## src/rtl/rtc_mode_pkg.sv

```systemverilog
package rtc_mode_pkg;
  localparam int NUM_SRC    = 3;   // 0 periodic, 1 alarm, 2 update-ended
  localparam int EN_TOP_BIT = 6;   // enable of source i sits at bit EN_TOP_BIT-i
  localparam int INH_BIT    = 7;
  localparam logic CTRL_IDX = 1'b0;
  localparam logic STAT_IDX = 1'b1;

  typedef struct packed {
    logic ctlWr;    // mode byte write accepted this cycle
    logic statRd;   // status read (clears flags)
    logic updDone;  // update cycle completes at this edge
  } strobes_t;
endpackage

```

## src/rtl/rtc_upd_ctrl.sv

```systemverilog
module rtc_upd_ctrl
  import rtc_mode_pkg::*;
#(
  parameter int UPD_CYCLES = 4
) (
  input  logic       clk,
  input  logic       rstN,
  input  logic       rtcRstN,
  input  logic       regWr,
  input  logic       regRd,
  input  logic       regSel,
  input  logic       wrInhibit,
  input  logic       secTick,
  input  logic       inhibitQ,
  output strobes_t   strb,
  output logic       updBusy,
  output logic       updAbort
);
  localparam int CNT_W = $clog2(UPD_CYCLES + 1);

  logic             busyQ;
  logic [CNT_W-1:0] cntQ;
  logic             abortQ;
  logic             ctlWr;
  logic             inhibitEff;
  logic             abortNow;
  logic             doneNow;
  logic             startNow;

  assign ctlWr      = regWr && (regSel == CTRL_IDX);
  assign inhibitEff = ctlWr ? wrInhibit : inhibitQ;
  assign abortNow   = ctlWr && wrInhibit && busyQ;
  assign doneNow    = busyQ && (cntQ == '0) && !abortNow;
  assign startNow   = secTick && !inhibitEff && !busyQ;

  always_ff @(posedge clk) begin
    if (!rstN || !rtcRstN) begin
      busyQ  <= 1'b0;
      cntQ   <= '0;
      abortQ <= 1'b0;
    end else begin
      abortQ <= abortNow;
      if (abortNow) begin
        busyQ <= 1'b0;
      end else if (startNow) begin
        busyQ <= 1'b1;
        cntQ  <= CNT_W'(UPD_CYCLES - 1);
      end else if (busyQ) begin
        if (cntQ == '0) busyQ <= 1'b0;
        else            cntQ  <= cntQ - 1'b1;
      end
    end
  end

  always_comb begin
    strb.ctlWr   = ctlWr;
    strb.statRd  = regRd && (regSel == STAT_IDX);
    strb.updDone = doneNow;
  end

  assign updBusy  = busyQ;
  assign updAbort = abortQ;
endmodule

```

## src/rtl/rtc_mode_path.sv

```systemverilog
module rtc_mode_path
  import rtc_mode_pkg::*;
(
  input  logic       clk,
  input  logic       rstN,
  input  logic       rtcRstN,
  input  strobes_t   strb,
  input  logic [7:0] wrData,
  input  logic       perEvt,
  input  logic       almEvt,
  output logic       inhibitQ,
  output logic [7:0] ctlByte,
  output logic [7:0] statByte,
  output logic [NUM_SRC-1:0] flags,
  output logic       irqFlag
);
  logic [2:0]         modeQ;
  logic [NUM_SRC-1:0] enQ;
  logic [NUM_SRC-1:0] flagQ;
  logic               irqQ;
  logic [NUM_SRC-1:0] evtVec;
  logic [NUM_SRC-1:0] enNew;
  logic [NUM_SRC-1:0] flagNext;
  logic [NUM_SRC-1:0] irqSrc;
  logic               irqNext;

  assign evtVec = {strb.updDone, almEvt, perEvt};

  for (genvar i = 0; i < NUM_SRC; i++) begin : g_src
    logic wrBit;
    logic enRise;
    assign wrBit       = wrData[EN_TOP_BIT - i];
    assign enNew[i]    = strb.ctlWr ? wrBit : enQ[i];
    assign enRise      = strb.ctlWr && wrBit && !enQ[i];
    assign irqSrc[i]   = (evtVec[i] && (!flagQ[i] || strb.statRd) && enNew[i])
                       || (enRise && flagQ[i] && !strb.statRd);
    assign flagNext[i] = evtVec[i] || (flagQ[i] && !strb.statRd);
  end

  assign irqNext = (|irqSrc) || (irqQ && !strb.statRd);

  always_ff @(posedge clk) begin
    if (!rstN || !rtcRstN) begin
      enQ   <= '0;
      flagQ <= '0;
      irqQ  <= 1'b0;
    end else begin
      enQ   <= enNew;
      flagQ <= flagNext;
      irqQ  <= irqNext;
    end
  end

  // inhibit and mode bits: no reset of either kind reaches them
  always_ff @(posedge clk) begin
    if (rstN && rtcRstN && strb.ctlWr) begin
      inhibitQ <= wrData[INH_BIT];
      modeQ    <= wrData[2:0];
    end
  end

  assign ctlByte  = {inhibitQ, enQ[0], enQ[1], enQ[2], 1'b0, modeQ};
  assign statByte = {irqQ, flagQ[0], flagQ[1], flagQ[2], 4'b0000};
  assign flags    = flagQ;
  assign irqFlag  = irqQ;
endmodule

```

## src/rtl/rtc_mode_irq_reg.sv

```systemverilog
module rtc_mode_irq_reg
  import rtc_mode_pkg::*;
#(
  parameter int UPD_CYCLES = 4
) (
  input  logic       clk,
  input  logic       rstN,
  input  logic       rtcRstN,
  input  logic       regWr,
  input  logic       regRd,
  input  logic       regSel,
  input  logic [7:0] wrData,
  output logic [7:0] rdData,
  input  logic       secTick,
  input  logic       perEvt,
  input  logic       almEvt,
  output logic       updEnable,
  output logic       updBusy,
  output logic       updAbort,
  output logic       perFlag,
  output logic       almFlag,
  output logic       updFlag,
  output logic       irqFlag,
  output logic       dateMode,
  output logic       hourMode,
  output logic       dstEnable
);
  strobes_t           strb;
  logic               inhibitQ;
  logic [7:0]         ctlByte;
  logic [7:0]         statByte;
  logic [NUM_SRC-1:0] flags;

  rtc_upd_ctrl #(.UPD_CYCLES(UPD_CYCLES)) i_ctrl (
    .clk(clk), .rstN(rstN), .rtcRstN(rtcRstN),
    .regWr(regWr), .regRd(regRd), .regSel(regSel),
    .wrInhibit(wrData[INH_BIT]), .secTick(secTick), .inhibitQ(inhibitQ),
    .strb(strb), .updBusy(updBusy), .updAbort(updAbort)
  );

  rtc_mode_path i_path (
    .clk(clk), .rstN(rstN), .rtcRstN(rtcRstN), .strb(strb),
    .wrData(wrData), .perEvt(perEvt), .almEvt(almEvt),
    .inhibitQ(inhibitQ), .ctlByte(ctlByte), .statByte(statByte),
    .flags(flags), .irqFlag(irqFlag)
  );

  assign rdData    = !regRd ? 8'h00 : (regSel == STAT_IDX) ? statByte : ctlByte;
  assign updEnable = !inhibitQ;
  assign perFlag   = flags[0];
  assign almFlag   = flags[1];
  assign updFlag   = flags[2];
  assign dateMode  = ctlByte[2];
  assign hourMode  = ctlByte[1];
  assign dstEnable = ctlByte[0];
endmodule

```

## config.mk

```make
export PLATFORM = sky130hd
export DESIGN_NAME = rtc_mode_irq_reg
export DESIGN_NICKNAME = d
export VERILOG_FILES = /design/src/rtl/rtc_mode_pkg.sv /design/src/rtl/rtc_upd_ctrl.sv /design/src/rtl/rtc_mode_path.sv /design/src/rtl/rtc_mode_irq_reg.sv
export SDC_FILE = /design/constraint.sdc
export NUM_CORES = 1
export LEC_CHECK = 0
export BUFFER_PORTS_ARGS = -buffer_cell sky130_fd_sc_hd__clkbuf_2
export CAP_MARGIN = 10
export CORE_MARGIN = 2
export CORE_UTILIZATION = 44
export CTS_CLUSTER_SIZE = 12
export DETAILED_ROUTE_END_ITERATION = 7
export PLACE_DENSITY = 0.74
export SLEW_MARGIN = 20
export SYNTH_ARGS = -nofsm -noshare
export SYNTH_HDL_FRONTEND = slang
export SYNTH_HIERARCHICAL = 1
export SYNTH_SLANG_ARGS = --single-unit
```

## constraint.sdc

```tcl
create_clock -name clk -period 1.5 [get_ports clk]
set_input_delay 0.15 -clock clk [delete_from_list [all_inputs] [get_ports clk]]
set_output_delay 0.15 -clock clk [all_outputs]
set_load 0.005 [all_outputs]
```

==> impl_results.md, run 1 <==
* Detailed Routing Iterations Pass 1 at 4
* Non-filler instance count after layout at roughly 170
* Crit path required time at 1.73 ns
* Synth Instances at between 100 and 150
* Cell Area, Placed at approximately 1200 um^2
* Top post-synthesis cells by area: dfxtp_1 24%, edfxtp_1 12%, mux2i_1 11%, buf_4 8.9%, nor2b_1 5.6%
* Status: complete, no violations
* Top cell type's share of synthesized area at 23.8%
* Final setup violation count at 0
* Final HPWL DP at roughly 1700 um
* Final hold vios at 0
* First-pass GRT wire length at 3270 um
* Final Cell Area at between 1000 and 1500 um^2
* Multi-input logic area at 546 um^2
* Starting density of the core at a little under half
* Num ports at 35
* Library cells used by synthesis at 31
* Root buffer selected by CTS: clkbuf_4
* Vias per Instance at slightly below 5
* Largest net degree at the start of global routing at 10
* Die Wd at 51.9 um
* 1st-iter DRT viols at 23
* Synth Cell Area at ~1000 um^2
* GRT Total Usage at roughly 17%
* Post-synthesis register bit count at 16
* Register area at about 360 um^2
* Syn avg cell area at approximately 9.4 um^2
* Critical Path Start Type: flip-flop
* Worst Setup Path Type: flip-flop to flip-flop
* R2R cell count at 7
* CTS hold repair buffers at 0
* Clock Path Buffers at 2
* Worst r2r src: i_ctrl/cntQ[0]$_SDFFE_PP0P_
* Antenna Cells at 0
* # DRC at 0
* # nets final at approximately 160
* WHS at between 0.03 and 0.04 ns
* RSZ-0062 raised after global routing: yes
* Max-Cap Viols at 0
* Fin Clk Skew at 0.00530 ns
* Grt ovf at 0
* Total number of vias at 830
* Die height at approximately 52 um
* Core area at 2190 um^2
* Slew Limit Fails at 0
* Power Density at a little under 700 nW/um^2
* Tmin final at 1.49 ns
* Most used DFF post-synth: dfxtp_1
* Fill count at 204
* Clock buffer count from CTS at 3
* Critical Path End Type: flip-flop
* Row cnt at 17
* Area leader, netlist: dfxtp_1
* Routed Antenna Nets at 0
* Layout cells sized above 1 at 42.7%
* R2r endpoint: i_ctrl/cntQ[1]$_SDFFE_PP0P_
* WL/cell at between 10 and 15 um
* Drt total wl at approximately 2100 um
* Post-synth ARST share at 0%
* Routability cong. at 0.827
* Vias in the first global route at 778
* Reg2reg setup slack at between 0.01 and 0.015 ns
* Leakage at around 0.57 nW
* Antenna violations before repair at 0
* CTS H-tree depth at 1
* Post-synth EDFFs at 4
* Worst skew pair latency at 0.29 ns
* Seq/Total Area, Yosys at 35.6%
* Sink Count at 16
* Crit share post-route at 99.1%
* Final Util at 57.0%
* CP Max Fanout at 3
* Clk slew on worst S/H paths at ~0.09 ns
* VDD IR-drop max at approximately 0.45 mV
* Syn. warnings at 6
* Synth cell count leaders: 12 x buf_4, 12 x dfxtp_1, 12 x inv_1
* CTS tree: yes
* Data arrival, critical path at roughly 1.7 ns
* Worst Hold Class: primary input to flip-flop
* I/O Buffers at 32
* Fmax at around 670 MHz
* Launch point of the worst path: i_ctrl/cntQ[0]$_SDFFE_PP0P_
* Synthesis-to-layout area growth at 23.5%
* Die area at 2700 um^2
* Placed cells at 165
* Termination of the worst setup path: i_ctrl/cntQ[1]$_SDFFE_PP0P_
report_power, final:
part	internal [W]	switching [W]
registers	0.000454	0.0000100
logic	0.0000887	0.0000781
clock network	0.0000968	0.000140
logic make-up after synthesis:
family / after synthesis / share of synthesized area (%)
other: 1 / 0.371
flip-flops: 16 / 35.6
adder cells (fa/ha/maj): 2 / 2.47
buffers and inverters: 26 / 15.6
AND/OR/NAND/NOR: 38 / 22.9
AO/OA/AOI/OAI: 12 / 10.6
multiplexers: 12 / 12.4
worst max-delay path, stage by stage (launching register included):
cell	delay, ns
dfxtp_2	0.34
inv_2	0.05
ha_4	0.16
ha_4	0.16
and2b_2	0.24
nand2b_4	0.06
mux2_4	0.30
a21oi_2	0.11
cell usage in the layout (no fill, tap or decap):
cell type / count
and2_1: 1
nand4_1: 1
and3b_1: 2
nand2b_1: 1
nand3b_1: 2
edfxtp_1: 4
nand2_1: 5
inv_1: 10
and2b_2: 1
clkbuf_4: 3
nor3_1: 1
nor2b_1: 9
a21oi_1: 4
o41a_1: 1
nand2b_4: 1
or2b_1: 2
and3_2: 1
nor2_1: 8
clkinv_1: 1
nor2_2: 1
conb_1: 5
and2_2: 1
mux2_4: 1
a211oi_1: 2
nor3b_2: 1
dfxtp_1: 11
a311o_2: 1
o32ai_1: 1
inv_2: 2
buf_4: 10
mux2i_1: 11
dfxtp_2: 1
clkbuf_2: 32
a21oi_2: 1
a2111oi_4: 1
ha_4: 2
o32ai_2: 1
how the worst min path moves through the flow:
stage / cells past startpoint / start / to / slack (ns)
5_1_grt: 1 / wrData[2] / i_path/modeQ[2]$_DFFE_PP_ / 0.02
3_3_place_gp: 1 / wrData[1] / i_path/modeQ[1]$_DFFE_PP_ / 0.33
3_5_place_dp: 1 / wrData[2] / i_path/modeQ[2]$_DFFE_PP_ / 0.33
4_1_cts: 1 / wrData[2] / i_path/modeQ[2]$_DFFE_PP_ / 0.03
6_report: 1 / wrData[2] / i_path/modeQ[2]$_DFFE_PP_ / 0.03
2_1_floorplan: 0 / wrData[7] / i_path/inhibitQ$_DFFE_PP_ / 0.25
sequential cells by signal, indices dropped and copies added, names as in the netlist:
| signal | count |
|---|---|
| i_ctrl/updBusy | 1 |
| i_path/enQ | 3 |
| i_path/modeQ | 3 |
| i_path/inhibitQ | 1 |
| i_path/irqFlag | 1 |
| i_path/flags | 3 |
| i_ctrl/updAbort | 1 |
| i_ctrl/cntQ | 3 |
per-layer routing:
metal / vias up / share of wire, % / track usage [%]
li1: 417 / - / -
met4: 0 / 1.8 / 7.89
met3: 6 / 5.9 / 3.16
met2: 30 / 52 / 30.8
met1: 377 / 40 / 18.3
met5: - / 0 / 0
through the flow:
step           power (W)  TNS, ns  setup slack [ns]
6_report        0.000868        0            0.0135
3_5_place_dp    0.000624   -0.147           -0.0659
4_1_cts         0.000870        0            0.0137
5_1_grt         0.000910  -0.0265           -0.0265
2_1_floorplan   0.000578        0           0.00566
3_3_place_gp    0.000617  -0.0389           -0.0208
repair_timing:
item | 4_1_cts | 5_1_grt
buffers inserted | 1 | 1
setup endpoints to repair | 3 | 2
pin swaps | 3 | 0
gates resized for setup | 7 | 1
layout make-up:
class | instances | area share [%]
clock buffer | 3 | 1.80
tap | 28 | 2.81
multi-input combinational | 69 | 43.7
clock inverter | 1 | 0.301
sequential | 16 | 29.0
timing repair buffer | 42 | 18.8
inverter | 12 | 3.61
Note: power is estimated with default switching activity, not from simulation.
==> run 2, diff against run 1 <==
Settings changed: CORE_MARGIN 2 to not set.
==> impl_results.md, run 2 (same netlist as run 1, synthesis figures left out) <==
* I/O Buffers at 32
* Met1 Use GR at 19.5%
* Worst Setup Path Type: flip-flop to flip-flop
* Vias per Instance at between 4 and 5
* Crit path max-delay cell type: dfxtp_2
* Worst slack, placed at -0.0865 ns
* Starting density of the core at about half
* Detailed Routing Iterations Pass 1 at 4
* Tmin final at ~1.5 ns
* Reg2reg setup slack at between 0.03 and 0.04 ns
* Num ports at 35
* CTS H-tree depth at 1
* Worst skew pair latency at 0.29 ns
* Crit-path cells: inv_2 > ha_4 > ha_4 > and2b_2 > nand2b_4 > mux2_4 > a21oi_2
* Gr busiest metal: met2
* # nets final at around 160
* Drt total wl at 1940 um
* Grt ovf at 0
* Crit share post-route at a little over nine tenths
* Fmax at 681 MHz
* Vias in the first global route at about 780
* Final HPWL DP at between 1500 and 2000 um
* Synthesis-to-layout area growth at 21.2%
* GRT Total Usage at 17.6%
* Hold Crit Start: wrData[1]
* Die area at roughly 2500 um^2
* R2r endpoint: i_ctrl/cntQ[1]$_SDFFE_PP0P_
* Max-Cap Viols at 0
* Die height at 49.9 um
* Root buffer selected by CTS: clkbuf_4
* P_sw at 0.000227 W
* Final setup margin at 0.0325 ns
* # DRC at 0
* Row cnt at 16
* Most common cell after layout, fill and taps aside: clkbuf_2
* Routed Antenna Nets at 0
* Reg power frac at 54.0%
* CP dominant cell by count: ha_4
* Routability cong. at between 0.7 and 0.8
* Worst r2r src: i_ctrl/cntQ[0]$_SDFFE_PP0P_
* Final Util at 59.4%
* Met2 usage at 32.2%
* Hold Path Depth at 1
* Status: complete, no violations
* Data arrival, critical path at between 1.5 and 2 ns
* Core area at just over 2000 um^2
* Slew Limit Fails at 0
* Total internal power at 0.000634 W
* Crit path required time at roughly 1.7 ns
* CTS tree: yes
* Largest net degree at the start of global routing at 10
* VDD IR-drop max at roughly 0.36 mV
* Non-filler instance count after layout at between 150 and 200
* Antenna violations before repair at 0
* 1st-iter DRT viols at 10
* Leakage at 0.564 nW
* Clk pwr share at about 28%
* WHS Endpoint: i_path/modeQ[1]$_DFFE_PP_
* CTS hold repair buffers at 0
* Power Density at around 700 nW/um^2
* Fin Clk Skew at 0.00290 ns
* Layout cells sized above 1 at between 40% and 50%
* CP Max Fanout at 3
* Net Sw Frac at a little over a quarter
* R2R cell count at 7
* Most frequent cells in the layout: 32 x clkbuf_2, 11 x mux2i_1, 11 x dfxtp_1
* RSZ-0062 raised after global routing: yes
* Final setup violation count at 0
* Critical Path End Type: flip-flop
* Die Wd at about 50 um
* Clock Path Buffers at 2
* Sink Count at 16
* WL/cell at about 12 um
* Total number of vias at between 800 and 900
* Combinational share of power at between 10% and 20%
* Clock buffer count from CTS at 3
* Antenna Cells at 0
* Critical Path Start Type: flip-flop
* Placed cells at between 150 and 200
* Grt met3 use at 2.78%
* Final hold vios at 0
* Fill count at slightly below 200
* Worst Hold Class: primary input to flip-flop
* First-pass GRT wire length at ~3300 um
* Clk slew on worst S/H paths at around 0.1 ns
* CP peak stage delay at around 0.34 ns
## run 2: changes by cell type in the layout (fill, tap and decap cells not counted)
cell	delta
o32ai_1	+1
o32ai_2	-1
buf_4	-2
## run 2: worst max-delay path, delay by kind of cell, from the launching register on
| kind | cells | cell delay, ns |
|---|---|---|
| multiplexers | 1 | 0.30 |
| adder cells (fa/ha/maj) | 2 | 0.32 |
| buffers and inverters | 1 | 0.05 |
| flip-flops | 1 | 0.34 |
| AO/OA/AOI/OAI | 1 | 0.11 |
| AND/OR/NAND/NOR | 2 | 0.30 |
## run 2: cell type report
type                            instances  area [um^2]  share of cell area (%)
Inverter                               12         45.0                    3.68
Multi-Input combinational cell         69          538                    43.9
Clock buffer                            3         22.5                    1.84
Sequential cell                        16          362                    29.5
Tap cell                               27         33.8                    2.76
Timing Repair Buffer                   40          220                    18.0
Clock inverter                          1         3.75                   0.306
## run 2: power by group through the flow
stage,Combinational (W),Clock [W],Sequential [W]
after floorplan,0.000105,0,0.000473
after global placement,0.000144,0,0.000473
after detailed placement,0.000150,0,0.000474
after global routing,0.000175,0.000266,0.000467
after CTS,0.000159,0.000244,0.000465
final,0.000157,0.000239,0.000465
## run 2: worst max path at each step
stage	startpoint	to	slack [ns]	depth (start not counted)
after global placement	i_ctrl/cntQ[0]$_SDFFE_PP0P_	i_ctrl/cntQ[1]$_SDFFE_PP0P_	-0.02	7
final	i_ctrl/cntQ[0]$_SDFFE_PP0P_	i_ctrl/cntQ[1]$_SDFFE_PP0P_	0.03	7
after floorplan	i_ctrl/cntQ[0]$_SDFFE_PP0P_	i_ctrl/cntQ[1]$_SDFFE_PP0P_	0.006	7
after global routing	i_ctrl/cntQ[0]$_SDFFE_PP0P_	i_ctrl/cntQ[1]$_SDFFE_PP0P_	-0.02	7
after detailed placement	i_ctrl/cntQ[0]$_SDFFE_PP0P_	i_ctrl/cntQ[1]$_SDFFE_PP0P_	-0.09	7
after CTS	i_ctrl/cntQ[0]$_SDFFE_PP0P_	i_ctrl/cntQ[1]$_SDFFE_PP0P_	0.01	7
## run 2: what timing repair did
action                                  4_1_cts  5_1_grt
buffers inserted                              0        0
endpoints found under the setup margin        3        1
pin swaps                                     3        0
resized for setup                             7        0
## run 2: stage by stage
stage	hold WS [ns]	instance area (um^2)	total power (W)	setup TNS, ns
global route	0.0140	1220	0.000908	-0.0174
finish	0.0325	1220	0.000861	0
floorplan	0.249	1030	0.000578	0
detailed placement	0.332	1170	0.000624	-0.101
global placement	0.329	1170	0.000617	-0.0415
CTS	0.0277	1220	0.000868	0
## run 2: layer usage
layer  part of all wire (%)  vias up
met2                     53       27
met3                    4.0        6
met5                      0        -
met1                     41      380
met4                    2.1        0
li1                       -      412
==> run 3, diff against run 2 <==
Settings changed: BUFFER_PORTS_ARGS -buffer_cell sky130_fd_sc_hd__clkbuf_2 to -buffer_cell sky130_fd_sc_hd__buf_2.
==> impl_results.md, run 3 (same netlist as run 1, synthesis figures left out) <==
* Gr busiest metal: met2
* R2r endpoint: i_ctrl/cntQ[1]$_SDFFE_PP0P_
* Max-Cap Viols at 0
* Fin Clk Skew at roughly 0.0041 ns
* First-pass GRT wire length at between 3000 and 4000 um
* Worst Hold Class: primary input to flip-flop
* Largest net degree at the start of global routing at 10
* Crit share post-route at around 99%
* WHS Endpoint: i_path/modeQ[1]$_DFFE_PP_
* Worst skew pair latency at 0.28 ns
* Core area at ~2100 um^2
* CP Max Fanout at 3
* Final hold vios at 0
* Row cnt at 16
* Critical Path Start Type: flip-flop
* Clock Path Buffers at 2
* CTS hold repair buffers at 0
* GRT Total Usage at roughly 17%
* Antenna violations before repair at 0
* R2R cell count at 7
* Clock buffer count from CTS at 3
* Drt total wl at 1930 um
* Final HPWL DP at ~1500 um
* Clk slew on worst S/H paths at about 0.10 ns
* Vias per Instance at 4.91
* Die area at between 2000 and 2500 um^2
* # DRC at 0
* WL/cell at 11.5 um
* Antenna Cells at 0
* Post-CTS Setup Repair Bufs at 0
* Tmin final at between 1 and 1.5 ns
* Hold Crit Start: wrData[1]
* Routed Antenna Nets at 0
* Fmax at 676 MHz
* Worst slack, placed at -0.0647 ns
* Hold Path Depth at 1
* Leakage at around 0.56 nW
* Starting density of the core at a little under 50%
* Worst Setup Path Type: flip-flop to flip-flop
* Synthesis-to-layout area growth at 20.9%
* Die Wd at between 40 and 50 um
* Num ports at 35
* Crit path required time at 1.71 ns
* Most frequent cells in the layout: 32 x buf_2, 11 x mux2i_1, 11 x inv_1, 11 x dfxtp_1, 9 x nor2b_1
* RSZ-0062 raised after global routing: yes
* Slew Limit Fails at 0
* Reg2reg setup slack at between 0.02 and 0.025 ns
* Status: complete, no violations
* Worst r2r src: i_ctrl/cntQ[0]$_SDFFE_PP0P_
* Data arrival, critical path at 1.69 ns
* I/O Buffers at 32
* Critical Path End Type: flip-flop
* Met2 usage at about a third
* Final setup margin at roughly 0.022 ns
* Most common cell after layout, fill and taps aside: buf_2
* Final setup violation count at 0
* Met1 Use GR at ~19%
* Grt ovf at 0
* # nets final at 160
* Power Density at around 690 nW/um^2
* Grt met3 use at around 2.2%
* Die height at roughly 50 um
* WHS at approximately 0.044 ns
* Detailed Routing Iterations Pass 1 at 4
* Sink Count at 16
* Total number of vias at between 800 and 900
* Vias in the first global route at 785
* Root buffer selected by CTS: clkbuf_4
* Routability cong. at 0.710
* CTS H-tree depth at 1
* CTS tree: yes
* Layout cells sized above 1 at between 40% and 50%
* 1st-iter DRT viols at 8
* VDD IR-drop max at about 0.38 mV
-- run 3: repair_timing --
action,in CTS,in global routing
pin swaps,2,4
gates resized for setup,6,1
endpoints found under the setup margin,2,3
-- run 3: through the flow --
step / utilization [%] / area (um^2) / power [W] / cells / TNS (ns)
2_1_floorplan: - / 1030 / 0.000578 / 111 / 0
3_3_place_gp: 56.4 / 1160 / 0.000614 / 163 / -0.0468
3_5_place_dp: 56.4 / 1160 / 0.000621 / 163 / -0.106
4_1_cts: 59.0 / 1220 / 0.000855 / 167 / 0
5_1_grt: 59.3 / 1220 / 0.000898 / 167 / -0.0497
6_report: 59.3 / 1220 / 0.000846 / 167 / 0
-- run 3: metal layers --
layer | routed length [um] | share of wire (%)
met5 | 0 | 0
met3 | 75 | 3.9
met1 | 773 | 40
met4 | 0 | 0
met2 | 1080 | 56
-- run 3: worst max-delay path by stage --
| stage | from | cells past startpoint | endpoint | slack (ns) |
|---|---|---|---|---|
| final | i_ctrl/cntQ[0]$_SDFFE_PP0P_ | 7 | i_ctrl/cntQ[1]$_SDFFE_PP0P_ | 0.02 |
| after global routing | i_ctrl/cntQ[0]$_SDFFE_PP0P_ | 7 | i_ctrl/cntQ[1]$_SDFFE_PP0P_ | -0.05 |
| after CTS | i_ctrl/cntQ[1]$_SDFFE_PP0P_ | 7 | i_ctrl/cntQ[1]$_SDFFE_PP0P_ | 0.002 |
| after detailed placement | i_ctrl/cntQ[0]$_SDFFE_PP0P_ | 7 | i_ctrl/cntQ[1]$_SDFFE_PP0P_ | -0.06 |
| after global placement | i_ctrl/cntQ[0]$_SDFFE_PP0P_ | 7 | i_ctrl/cntQ[1]$_SDFFE_PP0P_ | -0.02 |
| after floorplan | i_ctrl/cntQ[0]$_SDFFE_PP0P_ | 7 | i_ctrl/cntQ[1]$_SDFFE_PP0P_ | 0.006 |
-- run 3: cell type report --
cell class	instances	area [um^2]
sequential	16	362
tap	27	33.8
multi-input combinational	69	543
clock inverter	1	3.75
clock buffer	3	22.5
fill	185	840
timing repair buffer	39	213
inverter	12	45.0
-- run 3: where the power goes --
group,total [W],internal [W],switching (W),leakage (nW)
Combinational,0.000155,0.0000806,0.0000741,0.415
Sequential,0.000464,0.000454,0.00000985,0.134
Clock,0.000227,0.0000962,0.000131,0.0154
Total,0.000846,0.000631,0.000215,0.564
-- run 3: critical path: stages, from the launching register on --
cell and delay [ns]:
dfxtp_2 0.34, inv_2 0.05, ha_4 0.16, ha_4 0.15, and2b_2 0.24, nand2b_4 0.06
mux2_4 0.30, a21oi_2 0.11
